`config.mk`:
```
export PLATFORM = sky130hd
export DESIGN_NAME = tx_multi_ctx_sched
export DESIGN_NICKNAME = d
export VERILOG_FILES = /design/src/rtl/tx_sched_pkg.sv /design/src/rtl/tx_ctx_regs.sv /design/src/rtl/tx_svc_list.sv /design/src/rtl/tx_copy_fsm.sv /design/src/rtl/tx_multi_ctx_sched.sv
export SDC_FILE = /design/constraint.sdc
export NUM_CORES = 1
export LEC_CHECK = 0
export CORE_AREA = 2 2 226 228
export CTS_CLUSTER_SIZE = 8
export DETAILED_ROUTE_END_ITERATION = 6
export DIE_AREA = 0 0 228 230
export PLACE_DENSITY = 0.62
export SETUP_SLACK_MARGIN = 0.4
export SLEW_MARGIN = 20
export SYNTH_ARGS = -nofsm -noshare
export SYNTH_HDL_FRONTEND = slang
export SYNTH_SLANG_ARGS = --single-unit
```
`constraint.sdc`:
```
create_clock -name clk -period 18 [get_ports clk]
set_input_delay 3.6 -clock clk [delete_from_list [all_inputs] [get_ports clk]]
set_output_delay 3.6 -clock clk [all_outputs]
set_load 0.05 [all_outputs]
```
`src/rtl/tx_sched_pkg.sv`:
```
package tx_sched_pkg;
  localparam int DESC_W   = 64;
  localparam int LEN_W    = 20;
  localparam int LEN_LSB  = 44;
  localparam int MORE_BIT = 43;
  localparam int DADDR_W  = 40;

  localparam int ST_BUSY = 31;
  localparam int ST_DONE = 30;
  localparam int ST_FULL = 29;
  localparam int ST_LOW  = 28;

  typedef enum logic [1:0] {
    ENG_IDLE  = 2'd0,
    ENG_FWAIT = 2'd1,
    ENG_COPY  = 2'd2,
    ENG_CDONE = 2'd3
  } eng_state_e;
endpackage

```
`src/rtl/tx_ctx_regs.sv`:
```
module tx_ctx_regs
  import tx_sched_pkg::*;
#(
  parameter int NUM_IF = 4,
  parameter int IDX_W  = 2
) (
  input  logic               clk,
  input  logic               rst_n,
  input  logic               acc_we,
  input  logic [IDX_W-1:0]   acc_idx,
  input  logic [LEN_W-1:0]   acc_len,
  input  logic               acc_more,
  input  logic [DADDR_W-1:0] acc_addr,
  input  logic               fin_we,
  input  logic [IDX_W-1:0]   fin_idx,
  input  logic [LEN_W-1:0]   fin_len,
  input  logic [IDX_W-1:0]   head_idx,
  output logic [LEN_W-1:0]   head_len,
  output logic               head_more,
  output logic [DADDR_W-1:0] head_addr,
  input  logic [IDX_W-1:0]   rd_idx,
  output logic               rd_busy,
  output logic               rd_done,
  output logic [LEN_W-1:0]   rd_len,
  output logic [NUM_IF-1:0]  busy_vec
);
  logic [NUM_IF-1:0]  busy_q;
  logic [NUM_IF-1:0]  done_q;
  logic [LEN_W-1:0]   cnt_q  [NUM_IF];
  logic [LEN_W-1:0]   dlen_q [NUM_IF];
  logic [NUM_IF-1:0]  dmore_q;
  logic [DADDR_W-1:0] daddr_q [NUM_IF];

  always_ff @(posedge clk or negedge rst_n) begin
    if (!rst_n) begin
      busy_q  <= '0;
      done_q  <= '0;
      dmore_q <= '0;
      for (int i = 0; i < NUM_IF; i++) begin
        cnt_q[i]   <= '0;
        dlen_q[i]  <= '0;
        daddr_q[i] <= '0;
      end
    end else begin
      for (int i = 0; i < NUM_IF; i++) begin
        if (acc_we && acc_idx == IDX_W'(i)) begin
          busy_q[i]  <= 1'b1;
          done_q[i]  <= 1'b0;
          cnt_q[i]   <= '0;
          dlen_q[i]  <= acc_len;
          dmore_q[i] <= acc_more;
          daddr_q[i] <= acc_addr;
        end else if (fin_we && fin_idx == IDX_W'(i)) begin
          busy_q[i] <= 1'b0;
          done_q[i] <= 1'b1;
          cnt_q[i]  <= fin_len;
        end
      end
    end
  end

  assign head_len  = dlen_q[head_idx];
  assign head_more = dmore_q[head_idx];
  assign head_addr = daddr_q[head_idx];
  assign rd_busy   = busy_q[rd_idx];
  assign rd_done   = done_q[rd_idx];
  assign rd_len    = cnt_q[rd_idx];
  assign busy_vec  = busy_q;

  AST_FIN_ON_BUSY: assert property (@(posedge clk) disable iff (!rst_n)
    fin_we |-> busy_q[fin_idx]);
  AST_ACC_ON_FREE: assert property (@(posedge clk) disable iff (!rst_n)
    acc_we |-> !busy_q[acc_idx]);
endmodule

```
`src/rtl/tx_svc_list.sv`:
```
module tx_svc_list #(
  parameter int NUM_IF = 4,
  parameter int IDX_W  = 2
) (
  input  logic             clk,
  input  logic             rst_n,
  input  logic             push,
  input  logic [IDX_W-1:0] push_idx,
  input  logic             pop,
  output logic [IDX_W-1:0] head_idx,
  output logic             nonempty,
  output logic             multi
);
  localparam int CNT_W = IDX_W + 1;

  logic [IDX_W-1:0] slot_q [NUM_IF];
  logic [IDX_W-1:0] rd_ptr_q, wr_ptr_q;
  logic [CNT_W-1:0] cnt_q;

  always_ff @(posedge clk or negedge rst_n) begin
    if (!rst_n) begin
      rd_ptr_q <= '0;
      wr_ptr_q <= '0;
      cnt_q    <= '0;
      for (int i = 0; i < NUM_IF; i++) slot_q[i] <= '0;
    end else begin
      if (push) begin
        slot_q[wr_ptr_q] <= push_idx;
        wr_ptr_q         <= wr_ptr_q + 1'b1;
      end
      if (pop) rd_ptr_q <= rd_ptr_q + 1'b1;
      if (push && !pop)      cnt_q <= cnt_q + 1'b1;
      else if (pop && !push) cnt_q <= cnt_q - 1'b1;
    end
  end

  assign head_idx = slot_q[rd_ptr_q];
  assign nonempty = (cnt_q != '0);
  assign multi    = (cnt_q > CNT_W'(1));

  AST_LIST_NO_OVERFLOW: assert property (@(posedge clk) disable iff (!rst_n)
    (push && !pop) |-> (cnt_q < CNT_W'(NUM_IF)));
  AST_LIST_NO_UNDERFLOW: assert property (@(posedge clk) disable iff (!rst_n)
    pop |-> (cnt_q != '0));
endmodule

```
`src/rtl/tx_copy_fsm.sv`:
```
module tx_copy_fsm
  import tx_sched_pkg::*;
#(
  parameter int CNT_W = 20
) (
  input  logic               clk,
  input  logic               rst_n,
  input  logic               tx_en,
  input  logic               head_valid,
  input  logic               list_multi,
  input  logic [LEN_W-1:0]   head_len,
  input  logic               head_more,
  input  logic [DADDR_W-1:0] head_addr,
  input  logic [CNT_W-1:0]   fifo_free,
  input  logic [CNT_W-1:0]   cfg_max_copy,
  input  logic               dma_done,
  output logic               dma_req,
  output logic [DADDR_W-1:0] dma_addr,
  output logic [LEN_W-1:0]   dma_len,
  output logic               fin_we,
  output logic               pop,
  output logic               commit_valid,
  output logic [CNT_W:0]     commit_len,
  output logic               irq_dma,
  output logic               irq_full
);
  localparam int SUM_W = CNT_W + 1;

  eng_state_e     st_q, st_d;
  logic [CNT_W-1:0] asm_q;
  logic [SUM_W-1:0] total;
  logic [SUM_W-1:0] after_commit;
  logic             space_ok;
  logic             in_cdone;

  assign total        = {1'b0, asm_q} + SUM_W'(head_len);
  assign space_ok     = {1'b0, fifo_free} >= total;
  assign after_commit = {1'b0, fifo_free} - total;
  assign in_cdone     = (st_q == ENG_CDONE);

  always_comb begin
    st_d = st_q;
    unique case (st_q)
      ENG_IDLE:  if (tx_en && head_valid) st_d = ENG_FWAIT;
      ENG_FWAIT: if (head_valid && space_ok) st_d = ENG_COPY;
      ENG_COPY:  if (dma_done) st_d = ENG_CDONE;
      ENG_CDONE: begin
        if (head_more)       st_d = ENG_IDLE;
        else if (list_multi) st_d = ENG_FWAIT;
        else                 st_d = ENG_IDLE;
      end
      default:   st_d = ENG_IDLE;
    endcase
  end

  always_ff @(posedge clk or negedge rst_n) begin
    if (!rst_n) begin
      st_q  <= ENG_IDLE;
      asm_q <= '0;
    end else begin
      st_q <= st_d;
      if (in_cdone) begin
        if (head_more) asm_q <= total[CNT_W-1:0];
        else           asm_q <= '0;
      end
    end
  end

  assign dma_req      = (st_q == ENG_COPY);
  assign dma_addr     = head_addr;
  assign dma_len      = head_len;
  assign fin_we       = in_cdone;
  assign pop          = in_cdone && !head_more;
  assign commit_valid = pop;
  assign commit_len   = total;
  assign irq_dma      = in_cdone;
  assign irq_full     = pop && (after_commit < {1'b0, cfg_max_copy});

  AST_REQ_HOLD: assert property (@(posedge clk) disable iff (!rst_n)
    (dma_req && !dma_done) |=> dma_req);
  AST_REQ_STABLE: assert property (@(posedge clk) disable iff (!rst_n)
    (dma_req && !dma_done) |=> ($stable(dma_addr) && $stable(dma_len)));
  AST_IDLE_GATED: assert property (@(posedge clk) disable iff (!rst_n)
    (st_q == ENG_IDLE && !tx_en) |=> !dma_req);
  AST_DONE_ONE_CYCLE: assert property (@(posedge clk) disable iff (!rst_n)
    irq_dma |=> !irq_dma);
  AST_COMMIT_WITH_IRQ: assert property (@(posedge clk) disable iff (!rst_n)
    commit_valid |-> irq_dma);
  AST_PIECE_NO_COMMIT: assert property (@(posedge clk) disable iff (!rst_n)
    (in_cdone && head_more) |-> !commit_valid);
endmodule

```
`src/rtl/tx_multi_ctx_sched.sv`:
```
module tx_multi_ctx_sched
  import tx_sched_pkg::*;
#(
  parameter int         NUM_IF   = 4,
  parameter int         OFS_W    = 8,
  parameter logic [7:0] DESC_OFS = 8'h20,
  parameter int         CNT_W    = 20,
  localparam int        IDX_W    = $clog2(NUM_IF),
  localparam int        ADDR_W   = OFS_W + IDX_W
) (
  input  logic               clk,
  input  logic               rst_n,
  input  logic               tx_en,
  input  logic               wr_en,
  input  logic [ADDR_W-1:0]  wr_addr,
  input  logic [63:0]        wr_data,
  output logic               wr_err,
  output logic               dma_req,
  output logic [DADDR_W-1:0] dma_addr,
  output logic [LEN_W-1:0]   dma_len,
  input  logic               dma_done,
  input  logic [CNT_W-1:0]   fifo_free,
  input  logic [CNT_W-1:0]   fifo_used,
  input  logic [CNT_W-1:0]   cfg_max_copy,
  input  logic [CNT_W-1:0]   cfg_watermark,
  output logic               commit_valid,
  output logic [CNT_W:0]     commit_len,
  output logic               irq_dma,
  output logic               irq_full,
  input  logic [IDX_W-1:0]   rd_idx,
  output logic [31:0]        rd_txdone
);
  logic [IDX_W-1:0]  w_idx;
  logic              slot_hit, acc_we, rej_we, push;
  logic              fin_we, pop;
  logic [NUM_IF-1:0] busy_vec;
  logic [IDX_W-1:0]  head_idx;
  logic              nonempty, multi;
  logic [LEN_W-1:0]  head_len;
  logic              head_more;
  logic [DADDR_W-1:0] head_addr;
  logic              rd_busy, rd_done;
  logic [LEN_W-1:0]  rd_len;
  logic              err_q;

  assign w_idx    = wr_addr[ADDR_W-1:OFS_W];
  assign slot_hit = wr_en && (wr_addr[OFS_W-1:0] == DESC_OFS[OFS_W-1:0]);
  assign acc_we   = slot_hit && !busy_vec[w_idx];
  assign rej_we   = slot_hit && busy_vec[w_idx];
  assign push     = acc_we && !(nonempty && head_idx == w_idx);

  always_ff @(posedge clk or negedge rst_n) begin
    if (!rst_n) err_q <= 1'b0;
    else        err_q <= rej_we;
  end
  assign wr_err = err_q;

  tx_ctx_regs #(.NUM_IF(NUM_IF), .IDX_W(IDX_W)) u_ctx (
    .clk       (clk),
    .rst_n     (rst_n),
    .acc_we    (acc_we),
    .acc_idx   (w_idx),
    .acc_len   (wr_data[LEN_LSB +: LEN_W]),
    .acc_more  (wr_data[MORE_BIT]),
    .acc_addr  (wr_data[DADDR_W-1:0]),
    .fin_we    (fin_we),
    .fin_idx   (head_idx),
    .fin_len   (head_len),
    .head_idx  (head_idx),
    .head_len  (head_len),
    .head_more (head_more),
    .head_addr (head_addr),
    .rd_idx    (rd_idx),
    .rd_busy   (rd_busy),
    .rd_done   (rd_done),
    .rd_len    (rd_len),
    .busy_vec  (busy_vec)
  );

  tx_svc_list #(.NUM_IF(NUM_IF), .IDX_W(IDX_W)) u_list (
    .clk      (clk),
    .rst_n    (rst_n),
    .push     (push),
    .push_idx (w_idx),
    .pop      (pop),
    .head_idx (head_idx),
    .nonempty (nonempty),
    .multi    (multi)
  );

  tx_copy_fsm #(.CNT_W(CNT_W)) u_fsm (
    .clk          (clk),
    .rst_n        (rst_n),
    .tx_en        (tx_en),
    .head_valid   (nonempty && busy_vec[head_idx]),
    .list_multi   (multi),
    .head_len     (head_len),
    .head_more    (head_more),
    .head_addr    (head_addr),
    .fifo_free    (fifo_free),
    .cfg_max_copy (cfg_max_copy),
    .dma_done     (dma_done),
    .dma_req      (dma_req),
    .dma_addr     (dma_addr),
    .dma_len      (dma_len),
    .fin_we       (fin_we),
    .pop          (pop),
    .commit_valid (commit_valid),
    .commit_len   (commit_len),
    .irq_dma      (irq_dma),
    .irq_full     (irq_full)
  );

  always_comb begin
    rd_txdone          = '0;
    rd_txdone[ST_BUSY] = rd_busy;
    rd_txdone[ST_DONE] = rd_done;
    rd_txdone[ST_FULL] = fifo_free < cfg_max_copy;
    rd_txdone[ST_LOW]  = fifo_used < cfg_watermark;
    rd_txdone[LEN_W-1:0] = rd_len;
  end

  AST_ERR_FROM_WRITE: assert property (@(posedge clk) disable iff (!rst_n)
    wr_err |-> $past(wr_en));
  AST_POP_NONEMPTY: assert property (@(posedge clk) disable iff (!rst_n)
    commit_valid |-> nonempty);
endmodule

```
; Yosys cells after proc, flatten, opt, wreduce, memory -nomap -nowiden
; Cells that the tools add are included.
[totals]
register_bits = 370
inputBits = 161
output_inout_bits = 118
[classes]
n_lt_le_gt_ge = 13
n_eq_ne = 14
n_mux = 58
n_reduce_logical = 36
n_bitwise = 4
addsub = 6
[op_table]
columns = op, n
row1 = $mux 20, 13
row2 = $bmux 20 s2, 2
row3 = $bmux 40 s2, 1
row4 = $mux 40, 2
row5 = $lt 20x20->1, 2
row6 = $mux 1, 22
row7 = $add 20x20->21, 1
row8 = $ge 20x21->1, 1
row9 = $logic_and 1x1->1, 21
row10 = $lt 21x20->1, 1
row11 = $sub 20x21->21, 1
row12 = $mux 2, 7
row13 = $eq 2x2->1 const B, 6
row14 = $ge 3x3->1 const B, 4
row15 = $not 2->3, 4
row16 = $bmux 1 s2, 5
row17 = $reduce_bool 2->1, 5
row18 = $lt 2x3->1 const B, 3
row19 = $bwmux 8, 1
row20 = $eq 8x6->1 const B, 1
row21 = $pmux 2 s4, 1
row22 = $eq 2x1->1 const B, 3
row23 = $logic_not 2->1, 3
row24 = $mux 3, 2
row25 = 12 further kinds, 19

; Longest topological paths before layout
[logic_depth]
depth_word = 13
ltp_mapped = 31
depth_no_buf = 29

; Hierarchy
; From an unflattened synthesis, not the netlist that was laid out.
[unflattened]
cells_unflattened = 1681
area_unflattened_um2 = 20129.3
[modules_own_cells]
columns = mod, n_inst, cells_each, area_per_inst_um2, seq_area_each_um2
row1 = tx_ctx_regs, 1, 1003, 14277.4, 8308.0
row2 = tx_copy_fsm, 1, 468, 3907.5, 550.5
row3 = tx_multi_ctx_sched, 1, 151, 1174.9, 25.0
row4 = tx_svc_list, 1, 59, 769.5, 375.4

; Least setup slack after synthesis
; No wires, ideal clock.
[synth_timing]
path_type = register -> output
start = register u_list.rd_ptr_q[0]
end = output irq_full
stages_incl_launch_ff = 28
arrival_time_ps = 8090
setup_slack_ps = 6310
cell_sequence = dfrtp_1 > mux4_2 > clkbuf_1 > clkbuf_1 > mux4_2 > ha_1 > fa_1 > a211oi_1 > nor2_1 > o21a_1 > nor2_1 > xnor2_1 > inv_1 > ha_1 > or4_1 > o21a_1 > o211ai_1 > o311a_4 > o311a_1 > a31oi_2 > or2_1 > maj3_1 > a21o_1 > xor2_1 > ha_1 > a211oi_1 > nand3_1 > mux2i_1
[synth_via]
elab_chain_cells = 12
word_cells_on_any_way = 16
[synth_lines]
columns = item, line
row1 = start: declaration, tx_svc_list.sv:17  ; logic [IDX_W-1:0] rd_ptr_q, wr_ptr_q;
row2 = start signal: assignment, tx_svc_list.sv:31  ; if (pop) rd_ptr_q <= rd_ptr_q + 1'b1;
row3 = $not 2->3 (not written as such), tx_svc_list.sv:37  ; assign head_idx = slot_q[rd_ptr_q];
row4 = $bmux 2 s2, tx_svc_list.sv:37
row5 = $mux 2 (not written as such) (2 in a row), tx_svc_list.sv:37
row6 = $not 2->3 (not written as such), tx_ctx_regs.sv:62  ; assign head_len = dlen_q[head_idx];
row7 = $bmux 20 s2, tx_ctx_regs.sv:62
row8 = $mux 20 (not written as such) (2 in a row), tx_ctx_regs.sv:62
row9 = net dma_len[0], tx_multi_ctx_sched.sv:20  ; output logic [LEN_W-1:0] dma_len,
row10 = $add 20x20->21, tx_copy_fsm.sv:36  ; assign total = {1'b0, asm_q} + SUM_W'(head_len);
row11 = net commit_len[6], tx_multi_ctx_sched.sv:27  ; output logic [CNT_W:0] commit_len,
row12 = $sub 20x21->21, tx_copy_fsm.sv:38  ; assign after_commit = {1'b0, fifo_free} - total;
row13 = $lt 21x20->1, tx_copy_fsm.sv:77  ; assign irq_full = pop && (after_commit < {1'b0, cfg_max_copy});
row14 = $logic_and 1x1->1, tx_copy_fsm.sv:77
row15 = end: declaration, tx_multi_ctx_sched.sv:29  ; output logic irq_full,
; The timed path passes the listed nets, and every way through them passes these cells. The select of a mux whose other input is x is not followed.

; Final worst setup path
[layout_timing]
start = register u_list.rd_ptr_q[0]
end = output irq_full
[layout_via]
elab_chain_cells = 12
word_cells_on_any_way = 16
[layout_lines]
columns = item, line
row1 = $not 2->3 (not written as such) *, tx_svc_list.sv:37
row2 = $bmux 2 s2 *, tx_svc_list.sv:37
row3 = $mux 2 (not written as such) * (2 in a row), tx_svc_list.sv:37
row4 = $not 2->3 (not written as such), tx_ctx_regs.sv:62
row5 = $bmux 20 s2, tx_ctx_regs.sv:62
row6 = $mux 20 (not written as such) (2 in a row), tx_ctx_regs.sv:62
row7 = $add 20x20->21, tx_copy_fsm.sv:36
row8 = $sub 20x21->21, tx_copy_fsm.sv:38
row9 = $lt 21x20->1, tx_copy_fsm.sv:77
row10 = $logic_and 1x1->1 *, tx_copy_fsm.sv:77
; Every way passes the cells marked *; elsewhere a longest branch is shown, timed or not. The select of a mux whose other input is x is not followed.

==> out/results.txt <==
Syn Inst Count - 1,693
DIE AREA - 52,440 um2
DR pass1 iterations - 5
FF+latch area - 9259 um2
Worst setup SP type - flop
Tot Pwr - 2.115 mW
Total CTS buffers - 52
TNS Setup - 0 ns
Synth top cells by count - dfrtp_1 (370), nand2_1 (266), mux2_2 (187)
Layout cells sized above 1 - 18.84%
Area Overhead vs Synth - 24.08%
Worst R2R Start - u_list.rd_ptr_q[0]
Nature of the critical path endpoint - output port
CTS Hold Bufs - 0
Initial antenna violation count - 8
# setup viols final - 0
DRT antenna net count - 0
Status - finished clean
Post-synth top area cell - dfrtp_1
Number of vias per cell - 5.276
Hold wc startpoint - u_ctx.dlen_q[35]
Layout Skew - 0.02126 ns
Worst VDD drop - 0.00007179 V
Vias - 13,880
Top_reg_cell synth - dfrtp_1
CTS resizes - 0
# DRC - 0
Core Area - 49,860 um2
Synth area leaders - dfrtp_1 (47%), mux2_2 (11%), mux4_2 (9.9%), ha_1 (6.8%), nand2_1 (5.1%)
Fin crit share - 70.50%
FMAX - 78.80 MHz
Crit-path max FO - 39
Die Span X - 228 um
Crit-path max cell delay - 1.09 ns
Routed WL - 51,450 um
Antenna Cells - 0
PortBufs - 267
Yosys top cell area share - 46.96%
Largest net degree at the start of global routing - 106
Routed length per instance - 19.55 um
First-pass GRT wire length - 82,240 um
Worst Path Buf+Inv - 2
IO Count - 279
Slowest CP cell - mux4_4
Clk pin slew, worst setup/hold paths - 0.05 ns
H-tree depth - 2
Initial Util - 39.54%
CTS tree - done
Synth Register Bits - 370
CP delay by family, top - compound AO/OA/AOI/OAI gates
Gr ovfl total - 0
Yosys cell types - 70
Post-Place Cell Area - 23,090 um2
Setup bufs post-CTS - 0
NumNets Final - 2,224
Min Tclk post-route - 12.69 ns
Fill cells - 4,479
Most frequent CP cell - ha_1
Vias in the first global route - 14,840
Die height - 230 um
Root Buffer - clkbuf_16
Non-Filler Instances - 2,631
Pwr Density - 86.45 nW/um2
Routability congestion estimate from global placement - 0.9125
Placed insts - 2,572
Synthesized cell area - 19,720 um2
Crit. Startpoint - u_list.rd_ptr_q[0]
# clock sinks - 370
Worst-margin pin slew - 0.9555 ns
Synthesis Warnings - 0
GRT Total Usage - 19.86%
Required time worst endpoint - 14.40 ns
RSZ-0062 raised after global routing - false
Hold crit path type - reg -> reg
Post-synth EDFFs - 0
Slew HR - 36.30%
Max Root-Sink Buffers - 3
Min Hold Slack - 0.4668 ns
Area of the multi-input gates - 9807 um2
Max Cap Viol - 0
Final Hold Viols - 0
Async set-reset flop share out of synthesis - 100.0%
Starting DRT DRC Count - 604
Syn_area_per_cell - 11.65 um2
Sequential-to-total area share from yosys stat - 46.96%
Final instance area - 24,470 um2
Count leader, synth - dfrtp_1
CP arrival - 9.09 ns
Leak Pwr - 11.74 nW
Critical path class - reg -> out
Num rows - 82
Hpwl dp - 35,150 um
Clock Latency Late Sink - 0.58 ns
Final Max Tran Viols - 0
-- worst reg2reg max path: stages, from the launching register on --
cell and delay [ns]:
dfrtp_1 0.44, mux4_4 1.09, mux4_2 0.75, ha_1 0.31, fa_1 0.47, a211oi_1 0.32
nor2_1 0.11, o21a_1 0.17, nor2_1 0.12, xnor2_1 0.22, inv_1 0.08, ha_1 0.23
or4_1 0.54, o21a_1 0.22, o211ai_1 0.23, o311a_4 0.26, o311a_1 0.20, a21oi_1 0.11
o311ai_1 0.35, o2111ai_2 0.20, and2_1 0.22, a41oi_1 0.20
-- cell families (layout without fill, tap and decap cells) --
kind of cell,after synthesis,in the layout,share of synthesized area (%)
flip-flops,370,370,46.96
AND/OR/NAND/NOR,450,450,9.588
adder cells (fa/ha/maj),113,113,7.202
buffers and inverters,177,436,3.623
multiplexers,336,336,23.76
XOR/XNOR,40,40,1.847
other,1,8,0.01902
AO/OA/AOI/OAI,206,206,6.999
-- final timing paths --
path	cells after the start	slack, ns	end
worst max register to register	21	11.08	u_fsm.st_q[0]
max in group asynchronous	3	12.60	u_ctx.daddr_q[97]
worst min register to register	2	0.47	u_ctx.dlen_q[35]
min in group asynchronous	1	3.06	u_ctx.daddr_q[53]
worst max-delay path	26	5.31	irq_full
worst min-delay path	2	0.47	u_ctx.dlen_q[35]
-- registers in the layout (all words and copies together) (netlist names) --
name,count
u_ctx.busy_vec,4
u_ctx.cnt_q,80
u_ctx.daddr_q,160
u_ctx.dlen_q,80
u_ctx.dmore_q,4
u_ctx.done_q,4
u_fsm.asm_q,20
u_fsm.st_q,2
u_list.cnt_q,3
u_list.rd_ptr_q,2
u_list.slot_q,8
u_list.wr_ptr_q,2
wr_err,1
-- layer usage --
layer / share of wire [%] / up-vias / global-route usage [%]
met3: 6.4 / 83 / 5.233
met1: 42 / 7009 / 25.07
li1: - / 6463 / -
met2: 49 / 310 / 33.91
met5: 0.20 / - / 0
met4: 1.8 / 16 / 5.106
-- final cells by class --
| class | instances | share of cell area, % |
|---|---|---|
| sequential | 370 | 37.84 |
| tap | 672 | 3.437 |
| clock inverter | 2 | 0.07160 |
| inverter | 88 | 1.350 |
| multi-input combinational | 1153 | 40.08 |
| clock buffer | 57 | 5.564 |
| timing repair buffer | 289 | 11.65 |
-- through the flow --
| step | utilization [%] | setup WS (ns) |
|---|---|---|
| 2_1_floorplan | - | 6.310 |
| 3_3_place_gp | 46.26 | 5.582 |
| 3_5_place_dp | 46.30 | 5.603 |
| 4_1_cts | 49.07 | 5.189 |
| 5_1_grt | 49.07 | 4.762 |
| 6_report | 49.07 | 5.310 |
-- placed cells by master, fill, tap and decap left out, drive strengths merged, types with 24 or more instances in the layout --
| cell | Yosys | final |
|---|---|---|
| buf | 28 | 24 |
| nor2 | 98 | 98 |
| mux2 | 187 | 187 |
| clkdlybuf4s50 | 0 | 265 |
| dfrtp | 370 | 370 |
| a21oi | 59 | 59 |
| o21ai | 39 | 39 |
| a21o | 32 | 32 |
| ha | 107 | 107 |
| mux2i | 62 | 62 |
| nand2 | 266 | 266 |
| mux4 | 87 | 87 |
| inv | 87 | 89 |
| clkbuf | 61 | 57 |
-- power by group --
group / switching (mW) / leakage, nW / internal, mW
Combinational: 0.211 / 6.25 / 0.149
Clock: 0.337 / 0.679 / 0.522
Sequential: 0.0241 / 4.81 / 0.871
Power figures use the tool's default switching activity.
